`src/rtl/smbus_desc_exec.sv`:
```
module smbus_desc_exec #(
  parameter int BUF_DEPTH = 64,
  parameter int MAX_BLOCK = 32,
  localparam int AW = $clog2(BUF_DEPTH)
) (
  input  logic          clk,
  input  logic          rst_n,
  input  logic          go,
  input  logic [7:0]    d_addr,
  input  logic [7:0]    d_lencmd,
  input  logic [7:0]    d_rdlen,
  input  logic [7:0]    d_ctrl,
  output logic          busy,
  output logic          eng_req,
  output logic [1:0]    eng_op,
  output logic [7:0]    eng_wdata,
  output logic          eng_nack,
  input  logic          eng_done,
  input  logic          eng_ack,
  input  logic [7:0]    eng_rdata,
  input  logic          eng_col,
  input  logic          eng_dlto,
  input  logic          eng_clto,
  output logic [AW-1:0] buf_raddr,
  input  logic [7:0]    buf_rdata,
  output logic          buf_we,
  output logic [AW-1:0] buf_waddr,
  output logic [7:0]    buf_wdata,
  output logic          wb_valid,
  output logic [7:0]    wb_status,
  output logic [7:0]    wb_rxcnt,
  output logic [7:0]    wb_txcnt,
  output logic          irq,
  output logic          fair
);

  typedef enum logic [3:0] {
    S_IDLE, S_START, S_ADDR, S_WRITE, S_WCNT, S_RSTART, S_RADDR,
    S_READ, S_PECW, S_PECR, S_STOP, S_WB, S_FIN
  } state_t;

  localparam logic [1:0] OP_START = 2'd0;
  localparam logic [1:0] OP_WRITE = 2'd1;
  localparam logic [1:0] OP_READ  = 2'd2;
  localparam logic [1:0] OP_STOP  = 2'd3;

  state_t st;
  logic       pend;
  logic [7:0] a_r, lc_r, rl_r, ctl_r;
  logic [7:0] wi, ri, tx, rx, crc, code;
  logic [8:0] rd_tgt;

  function automatic logic [7:0] crc8(input logic [7:0] c, input logic [7:0] b);
    logic [7:0] x;
    x = c ^ b;
    for (int i = 0; i < 8; i++) x = x[7] ? ((x << 1) ^ 8'h07) : (x << 1);
    return x;
  endfunction

  wire       cmd_f = ctl_r[0];
  wire       blk_f = ctl_r[2];
  wire       pec_f = ctl_r[4];
  wire       i2c_f = ctl_r[5];
  wire [7:0] wr_total = cmd_f ? 8'd1 : lc_r;
  wire       has_wr = wr_total != 8'd0;
  wire       has_rd = rl_r != 8'd0;
  wire       pec_on = pec_f & ~i2c_f & (has_wr | has_rd);
  wire       blkw = blk_f & ~i2c_f & ~cmd_f & ~has_rd;
  wire       blkr = blk_f & ~i2c_f & has_rd;
  wire       err_any = eng_col | eng_clto | eng_dlto;
  wire [7:0] err_code = eng_col ? 8'h40 : (eng_clto ? 8'h20 : 8'h04);
  wire       last_rd = ({1'b0, ri} + 9'd1) == rd_tgt;

  state_t after_wr, after_rd;
  assign after_wr = has_rd ? S_RSTART : (pec_on ? S_PECW : S_STOP);
  assign after_rd = pec_on ? S_PECR : S_STOP;

  assign buf_raddr = wi[AW-1:0];

  logic [1:0] op_c;
  logic [7:0] byte_c;
  logic       nack_c;

  always_comb begin
    op_c   = OP_WRITE;
    byte_c = 8'h00;
    nack_c = 1'b0;
    case (st)
      S_START, S_RSTART: op_c = OP_START;
      S_ADDR:   byte_c = {a_r[7:1], has_wr ? 1'b0 : a_r[0]};
      S_WRITE:  byte_c = cmd_f ? lc_r : buf_rdata;
      S_WCNT:   byte_c = lc_r - 8'd1;
      S_RADDR:  byte_c = {a_r[7:1], 1'b1};
      S_PECW:   byte_c = crc;
      S_READ: begin
        op_c   = OP_READ;
        nack_c = ~pec_on & ~(blkr & (ri == 8'd0)) & last_rd;
      end
      S_PECR: begin
        op_c   = OP_READ;
        nack_c = 1'b1;
      end
      S_STOP:   op_c = OP_STOP;
      default:  op_c = OP_WRITE;
    endcase
  end

  always_ff @(posedge clk or negedge rst_n) begin
    if (!rst_n) begin
      st <= S_IDLE;  pend <= 1'b0;  busy <= 1'b0;
      a_r <= '0;  lc_r <= '0;  rl_r <= '0;  ctl_r <= '0;
      wi <= '0;  ri <= '0;  tx <= '0;  rx <= '0;  crc <= '0;  code <= '0;
      rd_tgt <= '0;
      eng_req <= 1'b0;  eng_op <= OP_START;  eng_wdata <= '0;  eng_nack <= 1'b0;
      buf_we <= 1'b0;  buf_waddr <= '0;  buf_wdata <= '0;
      wb_valid <= 1'b0;  wb_status <= '0;  wb_rxcnt <= '0;  wb_txcnt <= '0;
      irq <= 1'b0;  fair <= 1'b0;
    end else begin
      eng_req  <= 1'b0;
      buf_we   <= 1'b0;
      wb_valid <= 1'b0;
      irq      <= 1'b0;
      case (st)
        S_IDLE: if (go) begin
          a_r <= d_addr;  lc_r <= d_lencmd;  rl_r <= d_rdlen;  ctl_r <= d_ctrl;
          busy <= 1'b1;  fair <= 1'b0;  code <= 8'h01;  crc <= 8'h00;
          wi <= '0;  ri <= '0;  tx <= '0;  rx <= '0;
          rd_tgt <= {1'b0, d_rdlen};
          pend <= 1'b0;
          st <= S_START;
        end
        S_WB: begin
          wb_valid  <= 1'b1;
          wb_status <= code;
          wb_rxcnt  <= rx;
          wb_txcnt  <= tx;
          irq       <= ctl_r[6];
          st        <= S_FIN;
        end
        S_FIN: begin
          busy <= 1'b0;
          st   <= S_IDLE;
        end
        default: begin
          if (!pend) begin
            eng_req   <= 1'b1;
            eng_op    <= op_c;
            eng_wdata <= byte_c;
            eng_nack  <= nack_c;
            pend      <= 1'b1;
          end else if (eng_done) begin
            pend <= 1'b0;
            if (st == S_STOP) begin
              st <= S_WB;
            end else if (err_any) begin
              code <= err_code;
              st   <= S_WB;
            end else if (op_c == OP_WRITE && !eng_ack) begin
              code <= 8'h08;
              st   <= S_STOP;
            end else begin
              if (st == S_ADDR || st == S_WRITE || st == S_WCNT || st == S_RADDR)
                crc <= crc8(crc, eng_wdata);
              if (st == S_READ)
                crc <= crc8(crc, eng_rdata);
              case (st)
                S_START: begin
                  if (ctl_r[3]) fair <= 1'b1;
                  st <= S_ADDR;
                end
                S_RSTART: st <= S_RADDR;
                S_ADDR: st <= has_wr ? S_WRITE : (has_rd ? S_READ : S_STOP);
                S_WRITE: begin
                  tx <= tx + 8'd1;
                  wi <= wi + 8'd1;
                  if (blkw && wi == 8'd0) st <= S_WCNT;
                  else if (wi + 8'd1 == wr_total) st <= after_wr;
                  else st <= S_WRITE;
                end
                S_WCNT: begin
                  tx <= tx + 8'd1;
                  st <= (wi == wr_total) ? after_wr : S_WRITE;
                end
                S_RADDR: st <= S_READ;
                S_READ: begin
                  buf_we    <= 1'b1;
                  buf_waddr <= ri[AW-1:0];
                  buf_wdata <= eng_rdata;
                  rx <= rx + 8'd1;
                  ri <= ri + 8'd1;
                  if (blkr && ri == 8'd0) begin
                    if (eng_rdata > 8'(MAX_BLOCK)) begin
                      code <= 8'h80;
                      st   <= S_STOP;
                    end else if (eng_rdata == 8'd0) begin
                      st <= after_rd;
                    end else begin
                      rd_tgt <= {1'b0, eng_rdata} + 9'd1;
                      st     <= S_READ;
                    end
                  end else begin
                    st <= last_rd ? after_rd : S_READ;
                  end
                end
                S_PECW: st <= S_STOP;
                S_PECR: begin
                  if (eng_rdata != crc) code <= 8'h10;
                  st <= S_STOP;
                end
                default: st <= S_IDLE;
              endcase
            end
          end
        end
      endcase
    end
  end

endmodule

```
`config.mk`:
```
export PLATFORM = sky130hd
export DESIGN_NAME = smbus_desc_exec
export DESIGN_NICKNAME = d
export VERILOG_FILES = /design/src/rtl/smbus_desc_exec.sv
export SDC_FILE = /design/constraint.sdc
export NUM_CORES = 1
export LEC_CHECK = 0
export BUFFER_PORTS_ARGS = -buffer_cell sky130_fd_sc_hd__buf_2
export CORE_ASPECT_RATIO = 1.2
export CORE_UTILIZATION = 42
export DETAILED_ROUTE_END_ITERATION = 7
export PLACE_DENSITY = 0.66
export SKIP_LAST_GASP = 1
export SYNTH_ARGS = -nofsm -noshare
export SYNTH_HDL_FRONTEND = slang
export SYNTH_SLANG_ARGS = --single-unit
```
`constraint.sdc`:
```
create_clock -name clk -period 3.1 [get_ports clk]
set_clock_uncertainty 0.05 [all_clocks]
set_input_delay 0.155 -clock clk [delete_from_list [all_inputs] [get_ports clk]]
set_output_delay 0.155 -clock clk [all_outputs]
set_load 0.01 [all_outputs]
```
======== Yosys cells after proc, flatten, opt, wreduce, memory -nomap -nowiden ========
Index checks and enable logic that the tools add are counted.
cells by class
  mux-type cells .......................... 128
  reduce and logical (&&, ||, !) cells .... 45
  equal/unequal tests ..................... 26
  magnitude comparators ................... 1
  bitwise logic cells ..................... 41
  add/subtract/negate cells ............... 7
operators with widths
  operator             count
  $mux 8               43
  $pmux 8 s2           7
  $mux 9               10
  $mux 4               16
  $mux 3               16
  $not 3->3            16
  $pmux 8 s5           1
  $add 8x1->8 const B  4
  $pmux 4 s8           1
  $reduce_and 8->1     4
  $logic_not 8->1      3
  $mux 1               23
  $eq 4x4->1 const B   5
  $add 8x1->9 const B  2
  $pmux 9 s2           1
  $reduce_and 9->1     2
  $reduce_bool 2->1    9
  $eq 4x3->1 const B   4
  $eq 8x8->1           2
  $reduce_bool 8->1    2
  $xor 8x8->8          2
  $pmux 4 s3           1
  $not 1->1            11
  $reduce_and 11->1    1
  other kinds (30)     62
storage, ports and cells
  output and inout bits ................... 61
  logic and storage cells ................. 275
  input bits .............................. 56
  bits in registers ....................... 148

======== Logic depth before layout (Yosys ltp) ========
Gate-level depths: netlist (run 1).
  depth in word-level cells ............... 25
  depth in mapped cells ................... 11
  mapped depth without buffers ............ 9

======== Worst setup path before layout (run 1) ========
OpenSTA, ideal clock, no wires.
  path kind ............................... reg-to-reg
  start point ............................. register wi[0]
  end point ............................... register st[1]
  required time ........................... 2930 ps
  setup slack ............................. 492 ps
  path buffers ............................ 0
  library setup time ...................... 120 ps
  arrival time ............................ 2438 ps
  cell stages (with the launch flop) ...... 9
  clock period less this slack ............ 2608 ps
  cell sequence ........................... dfrtp_1 -> ha_1 -> xor2_1 -> or4b_2 -> mux2i_1 -> o22ai_1 -> o41ai_1 -> o2111ai_1 -> a41o_1
between the ends
  cells in the longest elaborated chain, start to end .. 11
  elaborated cells on any way between the ends .. 15
  classes of those cells .................. add/sub (1); eq/ne (2); mux (10); reduce/logical (2)
RTL lines
  item                    RTL line  RTL
  from (decl)             50        logic [7:0] wi, ri, tx, rx, crc, code;
  from (signal assigned)  175       wi <= wi + 8'd1;
  $add 8x1->8             177       else if (wi + 8'd1 == wr_total) st <= after_wr;
  $eq 8x8->1              177
  $mux 4                  177
  $mux 4                  176       if (blkw && wi == 8'd0) st <= S_WCNT;
  $pmux 4 s8 (*)          166       case (st)
  $mux 4 (*)              158       end else if (op_c == OP_WRITE && !eng_ack) begin
  $mux 4 (*)              155       end else if (err_any) begin
  $mux 4 (*)              153       if (st == S_STOP) begin
  $mux 4 (*)              151       end else if (eng_done) begin
  $mux 4 (*)              145       if (!pend) begin
  $pmux 4 s3 (*)          123       case (st)
  to (signal assigned)    172       S_ADDR: st <= has_wr ? S_WRITE : (has_rd ? S_READ : S_STOP);
  to (signal assigned)    177
  to (signal assigned)    182       st <= (wi == wr_total) ? after_wr : S_WRITE;
  to (decl)               47        state_t st;
Every way passes the cells marked *; elsewhere a longest branch is shown, timed or not. The select of a mux whose other input is x is not followed.
A chain may end at the register's enable or synchronous reset.

======== Final worst setup path (run 1) ========
  start point ............................. register wi[1]
  end point ............................... register st[1]
The elaborated chain is that of the path after synthesis.

==> results of run 1 <==
[report_power, final]
| group | switching [mW] | internal (mW) |
|---|---|---|
| Combinational | 2.19 | 1.62 |
| Sequential | 0.572 | 2.41 |
| Clock | 0.791 | 1.35 |
[final timing paths]
path                                    from            to  slack, ns  cells after the start
worst max-delay path                   wi[1]         st[1]       0.24                      8
worst min register to register       code[2]  wb_status[2]       0.41                      2
worst max register to register         wi[1]         st[1]       0.24                      8
min in group asynchronous              rst_n   wb_txcnt[2]       0.23                      2
max in group asynchronous              rst_n  buf_waddr[3]       1.97                      3
worst min-delay path            eng_rdata[4]  buf_wdata[4]       0.01                      2
[logic make-up after synthesis]
kind of cell / Yosys count / synth area share
other cells: 1 / 0.000445
fa+ha+maj: 12 / 0.0178
simple gates: 433 / 0.235
compound gates: 175 / 0.135
buf+inv: 92 / 0.0465
flops: 145 / 0.431
mux: 35 / 0.0447
xor+xnor: 87 / 0.0905
[worst max-delay path, delay by kind of cell (launching register included)]
family,cells,cell delay [ns]
fa+ha+maj,1,0.29
xor+xnor,1,0.20
flops,1,0.45
compound gates,4,0.94
simple gates,1,0.66
mux,1,0.15
[area by class of cell]
cell class                 instances  area [sq um]  area share
clock buffer                      23           488      0.0476
clock inverter                     9           129      0.0126
inverter                          21          78.8     0.00768
multi-input combinational        743          4400       0.429
sequential                       145          3630       0.354
tap                              261           327      0.0318
timing repair buffer             185          1200       0.117
[per-layer routing]
layer  track usage  part of all wire  up-vias
li1              -                 -     3618
met1         0.289              0.44     3653
met2         0.414              0.49      199
met3        0.0329             0.042       41
met4         0.101             0.029        0
met5             0                 0        -
[cells in the final DEF (no fill, tap or decap), types with 17 or more instances in the layout]
| cell | instances |
|---|---|
| xor2_1 | 31 |
| dlygate4sd3_1 | 31 |
| mux2_2 | 21 |
| xnor2_1 | 56 |
| nand3_1 | 29 |
| inv_1 | 20 |
| dfrtp_1 | 145 |
| nor2_1 | 63 |
| nor3_1 | 20 |
| buf_2 | 112 |
| o21ai_0 | 66 |
| nand2_1 | 233 |
| buf_4 | 40 |
| a21oi_1 | 23 |
| clkbuf_16 | 17 |
[registers in the layout, summed over array words and instances, names as in the netlist, 4 cells and up]
register   count
a_r            8
buf_waddr      6
buf_wdata      8
code           7
crc            8
ctl_r          6
eng_wdata      8
lc_r           8
rd_tgt         9
ri             8
rl_r           8
rx             8
st             4
tx             8
wb_rxcnt       8
wb_status      7
wb_txcnt       8
wi             8
[metrics by stage]
stage          hold WS, ns  cell area (sq um)
3_5_place_dp         0.139               9330
6_report            0.0141              10300
4_1_cts            0.00262              10300
5_1_grt             0.0177              10300
2_1_floorplan       -0.191               8420
3_3_place_gp         0.145               9330
[what timing repair did]
| action | CTS | global route |
|---|---|---|
| endpoints found under the hold margin | 98 | 0 |
| hold buffers | 31 | 0 |
| buffers inserted | 0 | 0 |
==> flow_metrics.tcl, run 1 <==
set metrics [dict create \
    status "completed" \
    yosysSeqAreaShare 0.431 \
    start_kind "flop" \
    crit_required_ns 3.36 \
    core-area_sq_um 19600 \
    drt-initial-drc-count 527 \
    clock-root-buffer "clkbuf_16" \
    gp_congestion 0.892 \
    fmax_ghz 0.350 \
    max_stage_delay_ns 0.66 \
    fp.dieH_microns 157 \
    grt_max_degree 67 \
    diodes 0 \
    total_power_mw 8.93 \
    dp.cells 1324 \
    synth_ff_type "dfrtp_1" \
    ant_nets 0 \
    portBuffers 113 \
    grt_first_pass_wirelength_mm 38.0 \
    synthTopCellsByArea "dfrtp_1, nand2_1, xnor2_1" \
    htree_levels 4 \
    synth_area_sq_um 8420 \
    ys_ff_latch 145 \
    synthDistinctLibCells 69 \
    synth_nets 1048 \
    gr-usage-all-layers 0.235 \
    grt_pass1_vias 7332 \
    rsz0062_at_grt "false" \
    place_worst_setup_slack_ns 0.288 \
    cts_tree "yes" \
    rows 56 \
    layout.nets 1181 \
    synth.largest_area_cell "dfrtp_1" \
    final_util 0.523 \
    drt_wl_total_mm 23.5 \
    layout_setup_ws_ns 0.241 \
    clk_pin_slew_worst_paths_ns 0.06 \
    insertion_delay_ns 0.42 \
    min_period_ns 2.86 \
    synth_commonest_cells "nand2_1, dfrtp_1, o21ai_0, nor2_1, xnor2_1" \
    drv_slew 0 \
    setup_viol 0 \
    drc 0 \
    areaGrowthSynthToFinish_pct 21.8 \
    fin_crit_sh 0.922 \
    cts_buffers 17 \
    p_per_area_nw_per_um2 871 \
    fill_cells 1864 \
    critPathCaptureType "flop" \
    p_leak_nw 4.89 \
    drv_cap 0 \
    hp-class "input port to flop" \
    drive_gt1_frac 0.192 \
    clock-sinks 145 \
    dr.pass1.iters 7 \
    routed_via_density 5.42 \
    peakVddDrop_mv 0.506 \
    yosysMostFrequentCell "nand2_1" \
    dp_hpwl_mm 17.0 \
    async_flop_share 1.00 \
    start_util 0.429 \
    syn_avg_cell_area_sq_um 8.59 \
    ios 117 \
    crit_chain "ha_1 > xor2_1 > or4b_2 > mux2i_1 > o22ai_1 > o41ai_1 > o2111ai_1 > a41o_1" \
    dieArea_sq_um 20600 \
    worst_pin_slew_ns 0.628 \
    wl_per_cell_microns 16.9 \
    max_slew_margin 0.571 \
    critPathKind "flop to flop" \
    setup-tns-final_ns 0 \
    critPathMaxFanout 7 \
    die_x_microns 131 \
    antenna_found_initial 0 \
    grt_overflow 0 \
    yosys.area.top_type_share 0.431 \
    synth_edf_count 0 \
    netlist_instances 980 \
    arrival_ns 3.12 \
    hold_viol_final 0 \
    crit_slowest_cell "or4b_2" \
    cts_buffer_depth 2 \
    yosysWarnings 0 \
    fin_cells 1387 \
    vias 7511 \
    post_cts_resized 0 \
]
Note: power is estimated with default switching activity, not from simulation.
==> run 2: changes to the inputs <==
- CORE_MARGIN: not set -> 4
- HOLD_SLACK_MARGIN: not set -> 0.05
==> run 2 against run 1 <==
Against the previous run:
- non-clock buffer count increased by 11
- critical path depth grew 3
- combinational power about the same
- critical endpoint is now code[3]
- largest cell class unchanged
- highest routed layer unchanged
==> flow_metrics.tcl, run 2 (synthesized netlist as in run 1, its figures left out) <==
set metrics [dict create \
    fin_cells 1395 \
    insertion_delay_ns 0.43 \
    clock-sinks 145 \
    critPathCaptureType "flop" \
    dr.pass1.iters 5 \
    setup_viol 0 \
    use_met3 0.0404 \
    final_common_cell "nand2_1" \
    hold_viol_final 0 \
    htree_levels 4 \
    grtUsageMet1 0.279 \
    areaGrowthSynthToFinish_pct 22.8 \
    arrival_ns 3.10 \
    setup-tns-final_ns 0 \
    dieArea_sq_um 22400 \
    ant_nets 0 \
    grt_overflow 0 \
    worst_pin_slew_ns 0.653 \
    status "completed" \
    clk_pin_slew_worst_paths_ns 0.06 \
    drt-initial-drc-count 501 \
    antenna_found_initial 0 \
    start_util 0.429 \
    critPathMaxFanout 7 \
    drv_cap 0 \
    die_x_microns 137 \
    min_to "code[2]" \
    hp-class "input port to flop" \
    p_leak_nw 4.93 \
    drv_slew 0 \
    p_per_area_nw_per_um2 865 \
    total_power_mw 8.95 \
    min-delay-start "eng_clto" \
    start_kind "input port" \
    portBuffers 113 \
    routed_via_density 5.41 \
    cts_tree "yes" \
    crit_required_ns 3.36 \
    r2r-end "st[1]" \
    peakVddDrop_mv 0.468 \
    clock-root-buffer "clkbuf_16" \
    core-area_sq_um 19600 \
    largest_reg_flops 9 \
    r2r_slack_ns 0.28 \
    grt_first_pass_wirelength_mm 39.1 \
    fill_cells 1828 \
    max_slew_margin 0.562 \
    r2r-start "wi[1]" \
    drt_wl_total_mm 24.0 \
    layout.nets 1192 \
    gr-usage-all-layers 0.222 \
    wl_per_cell_microns 17.2 \
    whs_ns 0.130 \
    cts_buffers 17 \
    drc 0 \
    gp_congestion 0.900 \
    ios 117 \
    grt_pass1_vias 7565 \
    diodes 0 \
    drive_gt1_frac 0.190 \
    grt_max_degree 65 \
    most-common-layout-cells "nand2_1, dfrtp_1, buf_2" \
    dp.cells 1326 \
    holdPathStages 3 \
    top_register "rd_tgt" \
    rsz0062_at_grt "false" \
    dp_hpwl_mm 17.4 \
    rows 56 \
    fp.dieH_microns 163 \
    fmax_ghz 0.352 \
    critPathKind "input port to flop" \
    cts_buffer_depth 2 \
    min_period_ns 2.84 \
    use_met2 0.376 \
    top_usage_layer "met2" \
    ff2ff_path_depth 8 \
    vias 7547 \
    fin_crit_sh 0.918 \
]
[run 2: layout make-up]
class / count / area (sq um) / share of cell area
multi-input combinational: 743 / 4400 / 0.426
sequential: 145 / 3630 / 0.351
timing repair buffer: 196 / 1310 / 0.126
clock buffer: 18 / 429 / 0.0415
tap: 261 / 327 / 0.0316
clock inverter: 11 / 165 / 0.0160
inverter: 21 / 78.8 / 0.00762
[run 2: metrics by stage]
stage                      util  worst slack (ns)  area [sq um]
after global placement    0.476             0.337          9350
after detailed placement  0.476             0.282          9350
final                     0.527             0.256         10300
after CTS                 0.527             0.234         10300
after global routing      0.527            0.0124         10300
after floorplan               -             0.492          8420
[run 2: layer usage]
| metal | share of wire | wire, microns |
|---|---|---|
| met1 | 0.42 | 10100 |
| met2 | 0.49 | 11800 |
| met3 | 0.057 | 1370 |
| met4 | 0.027 | 654 |
| met5 | 0 | 0 |
[run 2: how the worst max path moves through the flow]
stage | startpoint | to | slack (ns)
2_1_floorplan | wi[0] | st[1] | 0.49
4_1_cts | eng_rdata[0] | code[3] | 0.23
6_report | eng_rdata[0] | code[3] | 0.26
5_1_grt | eng_rdata[0] | code[3] | 0.01
3_3_place_gp | wi[1] | st[1] | 0.34
3_5_place_dp | wi[1] | st[1] | 0.28
[run 2: report_power, final]
| group | switching (mW) | total [mW] | internal, mW | leakage (nW) |
|---|---|---|---|---|
| registers | 0.599 | 3.01 | 2.41 | 1.92 |
| logic | 2.17 | 3.83 | 1.66 | 2.72 |
| clock network | 0.784 | 2.11 | 1.33 | 0.292 |
[run 2: critical path: stages]
cell and delay (ns):
dlygate4sd3_1 0.53, buf_2 0.16, inv_1 0.07, ha_1 0.13
or4b_2 0.63, a211oi_1 0.26, nor2_1 0.10, a21oi_1 0.16
a31oi_1 0.09, o221ai_2 0.44, mux2_2 0.38
[run 2: timing repair]
| action | CTS | global route |
|---|---|---|
| hold buffers | 40 | 0 |
| setup buffers | 0 | 0 |
| gates resized for setup | 0 | 0 |
| endpoints found under the hold margin | 107 | 0 |
==> run 3: changes to the inputs <==
- ABC_AREA: not set -> 1
- PLACE_DENSITY: 0.66 -> 0.67
==> run 3 against run 2 <==
Against the previous run:
- non-clock buffer count fell by 33
- routed wire length fell by 8.2%
- final area fell by 2.9%
- critical endpoint is now rx[7]
- area after synthesis fell by 2.9%
- largest cell class unchanged
- worst setup slack improved by 0.14 ns
==> flow_metrics.tcl, run 3 <==
set metrics [dict create \
    ios 117 \
    htree_levels 4 \
    die_x_microns 135 \
    wl_per_cell_microns 15.0 \
    swShare 0.413 \
    fmax_ghz 0.370 \
    synthDistinctLibCells 52 \
    total_power_mw 9.66 \
    layout.nets 1272 \
    grt_max_degree 77 \
    antenna_found_initial 0 \
    status "completed" \
    ctsHoldBuffers 39 \
    max_slew_margin 0.505 \
    clk_pin_slew_worst_paths_ns 0.06 \
    synthTopCellsByArea "dfrtp_1, nand2_1, inv_1" \
    insertion_delay_ns 0.43 \
    yosysSeqAreaShare 0.444 \
    grt_overflow 0 \
    async_flop_share 1.00 \
    hp-class "input port to flop" \
    fin_crit_sh 0.871 \
    peakVddDrop_mv 0.435 \
    clock-root-buffer "clkbuf_16" \
    ys_ff_latch 145 \
    setup-tns-final_ns 0 \
    arrival_ns 3.00 \
    max_stage_delay_ns 0.46 \
    dp_hpwl_mm 16.4 \
    ant_nets 0 \
    hold_viol_final 0 \
    pwr-share-seq 0.325 \
    synth_edf_count 0 \
    multi_input_area_sq_um 3830 \
    synth_commonest_cells "nand2_1, dfrtp_1, inv_1, o21ai_0, nor2_1" \
    yosysMostFrequentCell "nand2_1" \
    place_worst_setup_slack_ns 0.456 \
    routed_via_density 5.05 \
    drt_wl_total_mm 22.0 \
    crit_slowest_cell "dfrtp_1" \
    critPathMaxFanout 44 \
    cpMostUsedCell "inv_2" \
    dieArea_sq_um 21800 \
    core-area_sq_um 19000 \
    drt-initial-drc-count 488 \
    clock-sinks 145 \
    rsz0062_at_grt "false" \
    worst_pin_slew_ns 0.743 \
    start_util 0.431 \
    drv_cap 0 \
    rows 55 \
    drc 0 \
    post_cts_resized 0 \
    power.internal_mw 5.67 \
    r2r_slack_ns 0.40 \
    start_kind "flop" \
    clkPwrFrac 0.241 \
    critPathCaptureType "flop" \
    areaGrowthSynthToFinish_pct 22.8 \
    min_period_ns 2.70 \
    cts_buffers 17 \
    crit_chain "inv_2 > nor2_2 > inv_2 > nor2_4 > inv_4 > nand2_2 > a211oi_2 > nand2_2 > inv_2 > nand2_1 > nor3_2 > o21ai_0 > a21oi_1" \
    crit_required_ns 3.40 \
    p_sw_mw 3.99 \
    fp.dieH_microns 161 \
    most-common-layout-cells "nand2_1, dfrtp_1, inv_1" \
    drive_gt1_frac 0.167 \
    whs_ns 0.112 \
    vias 7433 \
    largest_reg_flops 9 \
    p_leak_nw 5.16 \
    gr-usage-all-layers 0.212 \
    portBuffers 113 \
    syn_avg_cell_area_sq_um 7.74 \
    top_register "rd_tgt" \
    cts_buffer_depth 2 \
    postCtsSetupBuffers 0 \
    setup_viol 0 \
    cts_tree "yes" \
    synth.largest_area_cell "dfrtp_1" \
    final_common_cell "nand2_1" \
    diodes 0 \
    fill_cells 1883 \
    drv_slew 0 \
    register_area_sq_um 3630 \
    gp_congestion 0.935 \
    yosysWarnings 0 \
    pwr-share-comb 0.434 \
    netlist_instances 1056 \
    fin_cells 1473 \
    grt_first_pass_wirelength_mm 36.9 \
    dr.pass1.iters 5 \
    grt_pass1_vias 7434 \
    synth_area_sq_um 8180 \
    yosys.area.top_type_share 0.444 \
    critPathKind "flop to flop" \
    synth_nets 1124 \
    layout_setup_ws_ns 0.398 \
    p_per_area_nw_per_um2 962 \
    dp.cells 1402 \
    synth_ff_type "dfrtp_1" \
]
run 3: power by group through the flow:
stage	Combinational, mW	Clock (mW)	Sequential (mW)
finish	4.19	2.33	3.14
global route	4.79	2.44	3.24
CTS	4.20	2.36	3.14
detailed placement	4.13	0	3.17
global placement	4.08	0	3.14
floorplan	3.09	0	3.09
run 3: metal layers:
| metal | wire [microns] | global-route usage |
|---|---|---|
| met1 | 9580 | 0.265 |
| met2 | 10900 | 0.361 |
| met5 | 0 | 0 |
| met4 | 680 | 0.0866 |
| met3 | 832 | 0.0382 |
run 3: area by class of cell:
type | instances | share of cell area
Multi-Input combinational cell | 737 | 0.382
Clock inverter | 8 | 0.0172
Inverter | 140 | 0.0526
Clock buffer | 24 | 0.0500
Sequential cell | 145 | 0.361
Tap cell | 256 | 0.0319
Timing Repair Buffer | 163 | 0.105
run 3: path summary, 6_finish.rpt:
kind | from | endpoint | depth (start not counted)
hold reg to reg | rx[7] | rx[7] | 1
setup / recovery | st[3] | rx[7] | 13
max in group asynchronous | rst_n | wb_status[7] | 3
min in group asynchronous | rst_n | buf_wdata[2] | 2
hold / removal | buf_rdata[5] | eng_wdata[5] | 5
setup reg to reg | st[3] | rx[7] | 13
run 3: cells by family after synthesis:
family	share of synthesized area
compound gates	0.130
xor+xnor	0.0525
fa+ha+maj	0.0184
buf+inv	0.0884
flops	0.444
mux	0.00490
other cells	0.000459
simple gates	0.262
run 3: per-stage QoR:
step / utilization / cell area, sq um
6_report: 0.529 / 10000
5_1_grt: 0.529 / 10000
4_1_cts: 0.529 / 10000
3_5_place_dp: 0.473 / 8970
3_3_place_gp: 0.473 / 8970
2_1_floorplan: - / 8180
run 3: critical path: cells and delay by family (launching register included):
kind	cells	cell delay (ns)
simple gates	6	0.83
compound gates	3	0.51
buf+inv	4	0.77
flops	1	0.46
